## src/rtl/esc_pkg.sv

```systemverilog
package esc_pkg;

    // width of per-second block and error counts (covers 8000 blocks per second)
    localparam int BLK_W = 14;

    typedef struct packed {
        logic             es;
        logic             ses;
        logic [BLK_W-1:0] errs;
    } sec_meas_t;

    typedef struct packed {
        logic      uas;
        sec_meas_t meas;
    } sec_lbl_t;

endpackage

```

## src/rtl/esc_sec_accum.sv

```systemverilog
module esc_sec_accum
    import esc_pkg::*;
#(
    parameter int SDP_LEN = 8,
    parameter int SES_PCT = 30
) (
    input  logic      clk,
    input  logic      rst_n,
    input  logic      blk_valid,
    input  logic      blk_err,
    input  logic      sig_loss,
    input  logic      sec_tick,
    output logic      meas_vld,
    output sec_meas_t meas
);
    localparam int RUN_W  = $clog2(SDP_LEN + 1);
    localparam int PROD_W = BLK_W + 8;
    localparam logic [BLK_W-1:0] CNT_MAX = '1;

    typedef struct packed {
        logic [BLK_W-1:0] blk_cnt;
        logic [BLK_W-1:0] err_cnt;
        logic [RUN_W-1:0] run;
        logic             sdp;
        logic             meas_vld;
        sec_meas_t        meas;
    } acc_t;

    acc_t d, q;
    logic              bad, hit;
    logic [RUN_W-1:0]  run_nxt;
    logic [PROD_W-1:0] err_scaled, blk_scaled;

    always_comb begin
        d          = q;
        d.meas_vld = 1'b0;
        bad        = blk_valid & (blk_err | sig_loss);
        run_nxt    = q.run;
        if (blk_valid) begin
            if (!bad)
                run_nxt = '0;
            else if (q.run != RUN_W'(SDP_LEN))
                run_nxt = q.run + RUN_W'(1);
        end
        hit        = bad && (run_nxt == RUN_W'(SDP_LEN));
        err_scaled = PROD_W'(q.err_cnt) * PROD_W'(100);
        blk_scaled = PROD_W'(q.blk_cnt) * PROD_W'(SES_PCT);
        d.run      = run_nxt;

        if (sec_tick) begin
            d.meas_vld  = 1'b1;
            d.meas.errs = q.err_cnt;
            d.meas.es   = (q.err_cnt != '0);
            d.meas.ses  = q.sdp || (err_scaled > blk_scaled);
            d.blk_cnt   = BLK_W'(blk_valid);
            d.err_cnt   = BLK_W'(bad);
            d.sdp       = hit;
        end else begin
            if (blk_valid && q.blk_cnt != CNT_MAX)
                d.blk_cnt = q.blk_cnt + BLK_W'(1);
            if (bad && q.err_cnt != CNT_MAX)
                d.err_cnt = q.err_cnt + BLK_W'(1);
            d.sdp = q.sdp | hit;
        end
    end

    always_ff @(posedge clk or negedge rst_n) begin
        if (!rst_n) q <= '0;
        else        q <= d;
    end

    assign meas_vld = q.meas_vld;
    assign meas     = q.meas;

    assert_err_within_blocks_R2: assert property (@(posedge clk) disable iff (!rst_n)
        q.err_cnt <= q.blk_cnt);

    assert_ses_needs_errors_R3: assert property (@(posedge clk) disable iff (!rst_n)
        (q.meas_vld && q.meas.ses) |-> q.meas.es);

endmodule

```

## src/rtl/esc_avail_line.sv

```systemverilog
module esc_avail_line
    import esc_pkg::*;
#(
    parameter int RUN_LEN = 10
) (
    input  logic      clk,
    input  logic      rst_n,
    input  logic      meas_vld,
    input  sec_meas_t meas,
    output logic      pop_vld,
    output sec_lbl_t  pop
);
    localparam int RW = $clog2(RUN_LEN + 1);

    typedef struct packed {
        sec_lbl_t [RUN_LEN-1:0] line;
        logic [RW-1:0]          fill;
        logic                   unav;
        logic [RW-1:0]          run;
        logic                   pop_vld;
        sec_lbl_t               pop;
    } line_t;

    line_t d, q;
    logic  enter, leave;

    always_comb begin
        d         = q;
        d.pop_vld = 1'b0;
        enter     = 1'b0;
        leave     = 1'b0;
        if (meas_vld) begin
            d.pop_vld = (q.fill == RW'(RUN_LEN));
            d.pop     = q.line[RUN_LEN-1];
            for (int i = RUN_LEN - 1; i > 0; i--)
                d.line[i] = q.line[i-1];
            d.line[0].uas  = q.unav;
            d.line[0].meas = meas;
            if (q.fill != RW'(RUN_LEN))
                d.fill = q.fill + RW'(1);
            // available: count severe seconds; unavailable: count clean ones
            if (q.unav == meas.ses) begin
                d.run = '0;
            end else if (q.run == RW'(RUN_LEN - 1)) begin
                d.run  = '0;
                d.unav = !q.unav;
                enter  = !q.unav;
                leave  = q.unav;
            end else begin
                d.run = q.run + RW'(1);
            end
            for (int i = 0; i < RUN_LEN; i++) begin
                if (enter) d.line[i].uas = 1'b1;
                if (leave) d.line[i].uas = 1'b0;
            end
        end
    end

    always_ff @(posedge clk or negedge rst_n) begin
        if (!rst_n) q <= '0;
        else        q <= d;
    end

    assign pop_vld = q.pop_vld;
    assign pop     = q.pop;

    assert_run_bounded_R5: assert property (@(posedge clk) disable iff (!rst_n)
        q.run < RW'(RUN_LEN));

    assert_enter_after_severe_R5: assert property (@(posedge clk) disable iff (!rst_n)
        $rose(q.unav) |-> $past(meas_vld && meas.ses));

    assert_leave_after_clean_R6: assert property (@(posedge clk) disable iff (!rst_n)
        $fell(q.unav) |-> $past(meas_vld && !meas.ses));

endmodule

```

## src/rtl/esc_ratio_alarm.sv

```systemverilog
module esc_ratio_alarm #(
    parameter int WIN_BLK = 8000000,
    parameter int SD_DIV  = 1000000,
    parameter int EXC_DIV = 1000
) (
    input  logic clk,
    input  logic rst_n,
    input  logic blk_valid,
    input  logic blk_bad,
    output logic sd_alarm,
    output logic exc_alarm
);
    localparam int WIN_W   = $clog2(WIN_BLK + 1);
    localparam int SD_RAW  = WIN_BLK / SD_DIV;
    localparam int EXC_RAW = WIN_BLK / EXC_DIV;
    localparam int SD_LIM  = (SD_RAW > 0) ? SD_RAW : 1;
    localparam int EXC_LIM = (EXC_RAW > 0) ? EXC_RAW : 1;

    typedef struct packed {
        logic [WIN_W-1:0] win_cnt;
        logic [WIN_W-1:0] err_cnt;
        logic             sd;
        logic             exc;
    } win_t;

    win_t d, q;
    logic [WIN_W-1:0] err_sum;

    always_comb begin
        d       = q;
        err_sum = q.err_cnt + WIN_W'(blk_bad);
        if (blk_valid) begin
            if (q.win_cnt == WIN_W'(WIN_BLK - 1)) begin
                d.sd      = (err_sum >= WIN_W'(SD_LIM));
                d.exc     = (err_sum >= WIN_W'(EXC_LIM));
                d.win_cnt = '0;
                d.err_cnt = '0;
            end else begin
                d.win_cnt = q.win_cnt + WIN_W'(1);
                d.err_cnt = err_sum;
            end
        end
    end

    always_ff @(posedge clk or negedge rst_n) begin
        if (!rst_n) q <= '0;
        else        q <= d;
    end

    assign sd_alarm  = q.sd;
    assign exc_alarm = q.exc;

    assert_exc_implies_sd_R12: assert property (@(posedge clk) disable iff (!rst_n)
        q.exc |-> q.sd);

    assert_window_errors_bounded_R11: assert property (@(posedge clk) disable iff (!rst_n)
        q.err_cnt <= q.win_cnt);

endmodule

```

## src/rtl/err_second_classifier.sv

```systemverilog
module err_second_classifier
    import esc_pkg::*;
#(
    parameter int SDP_LEN = 8,
    parameter int SES_PCT = 30,
    parameter int RUN_LEN = 10,
    parameter int WIN_BLK = 8000000,
    parameter int SD_DIV  = 1000000,
    parameter int EXC_DIV = 1000,
    parameter int TOT_W   = 32
) (
    input  logic             clk,
    input  logic             rst_n,
    input  logic             blk_valid,
    input  logic             blk_err,
    input  logic             sig_loss,
    input  logic             sec_tick,
    output logic             sec_valid,
    output logic             sec_es,
    output logic             sec_ses,
    output logic             sec_uas,
    output logic [BLK_W-1:0] sec_bbe,
    output logic [TOT_W-1:0] es_total,
    output logic [TOT_W-1:0] ses_total,
    output logic [TOT_W-1:0] uas_total,
    output logic [TOT_W-1:0] bbe_total,
    output logic [TOT_W-1:0] cses_total,
    output logic             sd_alarm,
    output logic             exc_alarm
);
    localparam int SRW = $clog2(RUN_LEN + 1);

    typedef struct packed {
        logic             valid;
        logic             es;
        logic             ses;
        logic             uas;
        logic [BLK_W-1:0] bbe;
        logic [TOT_W-1:0] es_tot;
        logic [TOT_W-1:0] ses_tot;
        logic [TOT_W-1:0] uas_tot;
        logic [TOT_W-1:0] bbe_tot;
        logic [TOT_W-1:0] cses_tot;
        logic [SRW-1:0]   ses_run;
    } out_t;

    logic      meas_vld, pop_vld;
    sec_meas_t meas;
    sec_lbl_t  pop;

    esc_sec_accum #(.SDP_LEN(SDP_LEN), .SES_PCT(SES_PCT)) u_accum (
        .clk(clk), .rst_n(rst_n), .blk_valid(blk_valid), .blk_err(blk_err),
        .sig_loss(sig_loss), .sec_tick(sec_tick), .meas_vld(meas_vld), .meas(meas)
    );

    esc_avail_line #(.RUN_LEN(RUN_LEN)) u_line (
        .clk(clk), .rst_n(rst_n), .meas_vld(meas_vld), .meas(meas),
        .pop_vld(pop_vld), .pop(pop)
    );

    esc_ratio_alarm #(.WIN_BLK(WIN_BLK), .SD_DIV(SD_DIV), .EXC_DIV(EXC_DIV)) u_alarm (
        .clk(clk), .rst_n(rst_n), .blk_valid(blk_valid),
        .blk_bad(blk_err | sig_loss), .sd_alarm(sd_alarm), .exc_alarm(exc_alarm)
    );

    out_t d, q;
    logic avail, es_now, ses_now;

    always_comb begin
        d       = q;
        d.valid = 1'b0;
        d.es    = 1'b0;
        d.ses   = 1'b0;
        d.uas   = 1'b0;
        d.bbe   = '0;
        avail   = !pop.uas;
        es_now  = pop.meas.es & avail;
        ses_now = pop.meas.ses & avail;
        if (pop_vld) begin
            d.valid    = 1'b1;
            d.es       = es_now;
            d.ses      = ses_now;
            d.uas      = pop.uas;
            d.bbe      = (avail && !pop.meas.ses) ? pop.meas.errs : '0;
            d.es_tot   = q.es_tot  + TOT_W'(es_now);
            d.ses_tot  = q.ses_tot + TOT_W'(ses_now);
            d.uas_tot  = q.uas_tot + TOT_W'(pop.uas);
            d.bbe_tot  = q.bbe_tot + TOT_W'(d.bbe);
            if (ses_now) begin
                if (q.ses_run != SRW'(RUN_LEN))
                    d.ses_run = q.ses_run + SRW'(1);
            end else begin
                if (q.ses_run >= SRW'(2))
                    d.cses_tot = q.cses_tot + TOT_W'(1);
                d.ses_run = '0;
            end
        end
    end

    always_ff @(posedge clk or negedge rst_n) begin
        if (!rst_n) q <= '0;
        else        q <= d;
    end

    assign sec_valid  = q.valid;
    assign sec_es     = q.es;
    assign sec_ses    = q.ses;
    assign sec_uas    = q.uas;
    assign sec_bbe    = q.bbe;
    assign es_total   = q.es_tot;
    assign ses_total  = q.ses_tot;
    assign uas_total  = q.uas_tot;
    assign bbe_total  = q.bbe_tot;
    assign cses_total = q.cses_tot;

    assert_uas_adds_no_bbe_R7: assert property (@(posedge clk) disable iff (!rst_n)
        (sec_valid && sec_uas) |-> (bbe_total == $past(bbe_total)));

    assert_es_total_step_R10: assert property (@(posedge clk) disable iff (!rst_n)
        (es_total == $past(es_total)) || (es_total == $past(es_total) + TOT_W'(1)));

    assert_ses_within_es_R2: assert property (@(posedge clk) disable iff (!rst_n)
        (sec_valid && sec_ses) |-> sec_es);

    assert_totals_move_with_valid_R9: assert property (@(posedge clk) disable iff (!rst_n)
        !sec_valid |-> $stable(uas_total));

endmodule

```

## config.mk

```make
export PLATFORM = sky130hd
export DESIGN_NAME = err_second_classifier
export DESIGN_NICKNAME = d
export VERILOG_FILES = /design/src/rtl/esc_pkg.sv /design/src/rtl/esc_sec_accum.sv /design/src/rtl/esc_avail_line.sv /design/src/rtl/esc_ratio_alarm.sv /design/src/rtl/err_second_classifier.sv
export SDC_FILE = /design/constraint.sdc
export NUM_CORES = 1
export LEC_CHECK = 0
export BUFFER_PORTS_ARGS = -buffer_cell sky130_fd_sc_hd__buf_2
export CAP_MARGIN = 15
export CORE_MARGIN = 2
export CORE_UTILIZATION = 30
export CTS_CLUSTER_SIZE = 40
export DETAILED_ROUTE_END_ITERATION = 7
export PLACE_DENSITY_LB_ADDON = 0.08
export SYNTH_ARGS = -nofsm -noshare
export SYNTH_HDL_FRONTEND = slang
export SYNTH_SLANG_ARGS = --single-unit
export TNS_END_PERCENT = 5
```

## constraint.sdc

```tcl
create_clock -name clk -period 12.52 [get_ports clk]
set_clock_uncertainty 0.05 [all_clocks]
set_input_delay 0.626 -clock clk [delete_from_list [all_inputs] [get_ports clk]]
set_output_delay 0.626 -clock clk [all_outputs]
set_load 0.01 [all_outputs]
```

* Word-level counts from Yosys, hierarchy flattened
Cells that the tools add are included.
Storage, ports and cells: bits in registers 477, output and inout bits 180, logic and storage cells 168
Cells by class: add/subtract/negate cells 13, $mul 2, magnitude comparators 4, eq/ne operators 11, multiplexer cells 44, bitwise logic cells 7, reduce and logical (&&, ||, !) cells 16
Operators with widths (number):
- 182-bit two-way mux | 1
- 32-bit by 1-bit adder with 32-bit output | 3
- 32-bit two-way mux | 2
- 46-bit two-way mux | 1
- 14-bit two-way mux | 3
- 32-bit by 1-bit adder with 32-bit output, second input constant | 1
- 32-bit by 14-bit adder with 32-bit output | 1
- 14-bit by 1-bit adder with 14-bit output, second input constant | 2
- 28-bit two-way mux | 1
- 4-bit two-way mux | 7
- 14-bit inequality test, second input constant | 2
- 1-bit two-way mux | 27
- 23-bit by 1-bit adder with 23-bit output | 1
- 23-bit by 1-bit adder with 23-bit output, second input constant | 1
- 23-bit equality test, second input constant | 1
- 23-bit by 13-bit greater-or-equal comparator with 1-bit output, second input constant | 1
- 23-bit by 4-bit greater-or-equal comparator with 1-bit output, second input constant | 1
- 21-bit by 19-bit greater-than comparator with 1-bit output | 1
- 14-bit by 5-bit multiplier with 19-bit output, second input constant | 1
- 14-bit by 4-bit multiplier with 18-bit output, second input constant | 1
- 18-bit two-way mux | 1
- 17-bit two-way mux | 1
- 4-bit by 1-bit adder with 4-bit output, second input constant | 4
- 14-bit nonzero test | 1
- 14 further kinds | 31

* Longest topological paths before layout
depth in word-level cells 8, depth in mapped cells 21

* Cells and area by module
Synthesis repeated with hierarchy kept, for this count alone.
Second synthesis, totals: cells, all modules 2375, area total of the unflattened synthesis 26723.1 um^2
Modules (own cells, without submodules):
- err_second_classifier | instances 1, cells each 979, area each 10077.2 um^2
- esc_avail_line | instances 1, cells each 476, area each 8059.0 um^2
- esc_sec_accum | instances 1, cells each 605, area each 5680.4 um^2
- esc_ratio_alarm | instances 1, cells each 315, area each 2906.5 um^2

* Least setup slack after synthesis
Ideal clock, no wire load.
path kind flip-flop to flip-flop, start reg u_accum.q[28] (netlist bit), end reg u_accum.q, in the netlist u_accum.meas[14], arrival 4497 ps, data required time 12341 ps, slack 7844 ps, cell stages (with the launch flop) 21, path buffers 0, period minus slack after synthesis 4676 ps, cell sequence dfrtp_1 -> inv_1 -> ha_1 -> ha_1 -> inv_1 -> fa_1 -> inv_1 -> ha_1 -> a2111oi_0 -> o21ai_0 -> a31o_2 -> a21oi_1 -> o21bai_1 -> a21oi_1 -> xnor2_1 -> ha_1 -> a211o_1 -> a211oi_1 -> o41ai_1 -> o21ai_0 -> a31oi_1
On the way: word-level cells in the longest chain between the ends 3
RTL lines:
- start, declared | line esc_sec_accum.sv:29 | acc_t d, q;
- start signal, assigned | line esc_sec_accum.sv:68 | if (!rst_n) q <= '0;
- start signal, assigned | line esc_sec_accum.sv:69 | else q <= d;
- 14-bit by 5-bit multiplier with 19-bit output | line esc_sec_accum.sv:46 | err_scaled = PROD_W'(q.err_cnt) * PROD_W'(100);
- 21-bit by 19-bit greater-than comparator with 1-bit output | line esc_sec_accum.sv:54 | d.meas.ses = q.sdp || (err_scaled > blk_scaled);
- 1-bit logical OR | line esc_sec_accum.sv:54
No other way between the ends. A chain may end at the register's enable or synchronous reset.

* Worst setup path in the final report
Same ends and word-level chain as after synthesis.

==> results.toml <==
[outcome]
status = "finished, final reports clean"

[power_and_ir_drop]
combPwrFrac_pct = 9.7
p_sw_uw = 965
clkPwrFrac_pct = 44.8
switching_share_pct = 25.1
leakage_uw = 0.0140
power_frac_seq_pct = 45.6
p_total_uw = 3850
p_int_uw = 2890
vdd_ir_drop_max_v = 0.000100
p_per_area_mw_per_mm2 = 138

[yosys]
synth_cell_types = 63
syn-cell-area_mm2 = 0.0250
synthTopCellsByCount = "dfrtp_1 (477), mux2_2 (208), buf_4 (174)"
synth_edf_count = 0
synth_area_leaders = "dfrtp_1 (48%), mux2_2 (9.4%), ha_1 (6.7%)"
synth.most_common_cell = "dfrtp_1"
ys_warn_count = 0
yosysTopAreaCell = "dfrtp_1"
seq_area_frac_synth_pct = 47.7
postSynthNetCount = 2420
ys.flop_type = "dfrtp_1"
syn_inst = 2245
yosysTopAreaCellShare_pct = 47.7
async_flop_share_pct = 100
ys_ff_latch = 477
syn_area_per_cell_um2 = 11.1

[worst_setup_path]
critPathArrivalTime_ns = 5.61
critical_path_class = "register to register"
cp.required_ns = 12.93
start_kind = "register"
cp_max_fo = 5
reg2reg_from = "u_accum.q[28]"
cp-startpoint = "u_accum.q[28]"
worstSetupEndpointType = "register"

[timing]
fmax_mhz = 193
rsz0062_at_grt = "no"
layout_min_cycle_time_ns = 5.19
hold_violations = 0
maxSlewViolCount = 0
slew_headroom_pct = 29.9
tightest_slew_ns = 1.05
finalCritPeriodShare_pct = 41.5
tns_ns = 0
setup_slack_ns = 7.33
report.final.setup_viol = 0
whs_ns = 0.0587

[layout]
num-nets-final = 2451
insertedDiodeCount = 0
syn_to_final_growth_pct = 11.5
drive_gt1_share_pct = 22.1

[floorplan]
dieArea_mm2 = 0.0857
coreArea_mm2 = 0.0824
pin_count = 186
start_util_pct = 30.4
fp.dieH_um = 293
num_rows = 105
fp.dieW_um = 293

[global_route]
grt.total_usage_pct = 12.3
grt_pass1_vias = 16463
grt_pass1_wl_um = 87700
grt.overflow.total = 0
antenna_found_initial = 1
grt_max_degree = 110

[placement]
dp_hpwl_um = 35600
portBuffers = 185
routabilityCongestion = 0.749
place_ws_ns = 7.37

[job]
maxCapViolations = 0

[detailed_routing]
route.vias.total = 15729
drcViolationCount = 0
wirelength_um = 51500
dr.pass1.iters = 5
drt_iter0_markers = 672
ant_nets = 0
wire_per_inst_um = 15.2
vias_per_cell = 4.63

[hold_path]
hp-class = "input port to async pin"

[clock_network]
cts_tree = "yes"
clk_pin_slew_worst_paths_ns = 0.05
ctsHoldBuffers = 0
clock-root-buffer = "clkbuf_16"
cts.repair.resized = 0
htreeDepth = 2
clock-sinks = 477
clk_path_buf_depth = 3
clk_latency_ns = 0.62
postCtsSetupBuffers = 0
cts_inserted_buffers = 58
[metrics by stage]
stage	cells	utilization (%)	cell area [µm²]
6_report	3394	33.9	27900
2_1_floorplan	2245	-	25000
4_1_cts	3394	33.9	27900
3_3_place_gp	3286	31.4	25900
3_5_place_dp	3286	31.4	25900
5_1_grt	3394	33.9	27900
[critical path: stages (launching register included)]
cell       delay, ns
dfrtp_1         0.44
inv_1           0.10
ha_1            0.30
ha_1            0.28
inv_1           0.05
fa_1            0.50
inv_1           0.04
ha_1            0.34
a2111oi_0       0.53
o21ai_0         0.29
a31o_2          0.31
a21oi_1         0.21
o21bai_1        0.09
a21oi_1         0.18
xnor2_1         0.14
ha_1            0.27
a211o_1         0.28
a211oi_1        0.21
o41ai_1         0.10
o21ai_0         0.20
a31oi_1         0.10
[routing by layer]
| layer | part of all wire [%] | global-route usage [%] | vias up | wire length (µm) |
|---|---|---|---|---|
| li1 | - | - | 7567 | - |
| met3 | 3.4 | 2.12 | 81 | 1750 |
| met1 | 48 | 16.8 | 7872 | 24800 |
| met2 | 46 | 19.9 | 207 | 23700 |
| met5 | 0.025 | 0 | - | 13 |
| met4 | 2.4 | 3.51 | 2 | 1250 |
[cells in the final DEF (no fill, tap or decap), types with 59 or more instances in the layout]
cell and count:
ha_1 134, nand2_1 139, and3_1 64, buf_2 184, mux2_2 208, inv_1 129, nor2_1 124, xnor2_1 169
clkbuf_16 59, dfrtp_1 475, o21ai_0 68, nand3_1 80
[power groups by stage]
stage / Combinational [µW] / Clock [µW] / Sequential (µW)
global placement: 376 / 0 / 1780
CTS: 386 / 1800 / 1760
floorplan: 289 / 0 / 1750
global route: 430 / 1870 / 1770
detailed placement: 385 / 0 / 1790
finish: 372 / 1720 / 1760
[final timing paths]
path / endpoint / slack [ns] / cells past startpoint
max: u_accum.meas[14] / 7.33 / 20
max in group asynchronous: u_line.q[66] / 10.30 / 3
min reg2reg: es_total[31] / 0.41 / 1
max reg2reg: u_accum.meas[14] / 7.33 / 20
min in group clk: u_accum.q[19] / 0.37 / 3
min: cses_total[29] / 0.06 / 1
[cell families (layout without fill, tap and decap cells)]
group,after synthesis,after routing,synth area share [%]
flip-flops,477,477,47.7
XOR/XNOR,224,224,7.85
AO/OA/AOI/OAI,228,228,5.74
AND/OR/NAND/NOR,577,577,11.6
multiplexers,213,213,9.57
adder cells (fa/ha/maj),169,169,9.51
buffers and inverters,357,436,8.00
[state kept, by name, indices dropped and copies added (netlist names), 32 cells and up]
signal and flops:
u_line.q 179, ses_total 32, uas_total 32, es_total 32, u_accum.q 33, bbe_total 32, u_alarm.q 46, cses_total 32
[final cells by class]
| cell class | count | area (µm²) |
|---|---|---|
| inverters | 129 | 484 |
| fillers | 8240 | 54500 |
| repair buffers | 199 | 1040 |
| well taps | 1070 | 1340 |
| clock inverters | 10 | 161 |
| clock buffers | 98 | 1840 |
| flip-flops and latches | 477 | 11900 |
| multi-input cells | 1411 | 11100 |
Power figures use the tool's default switching activity.
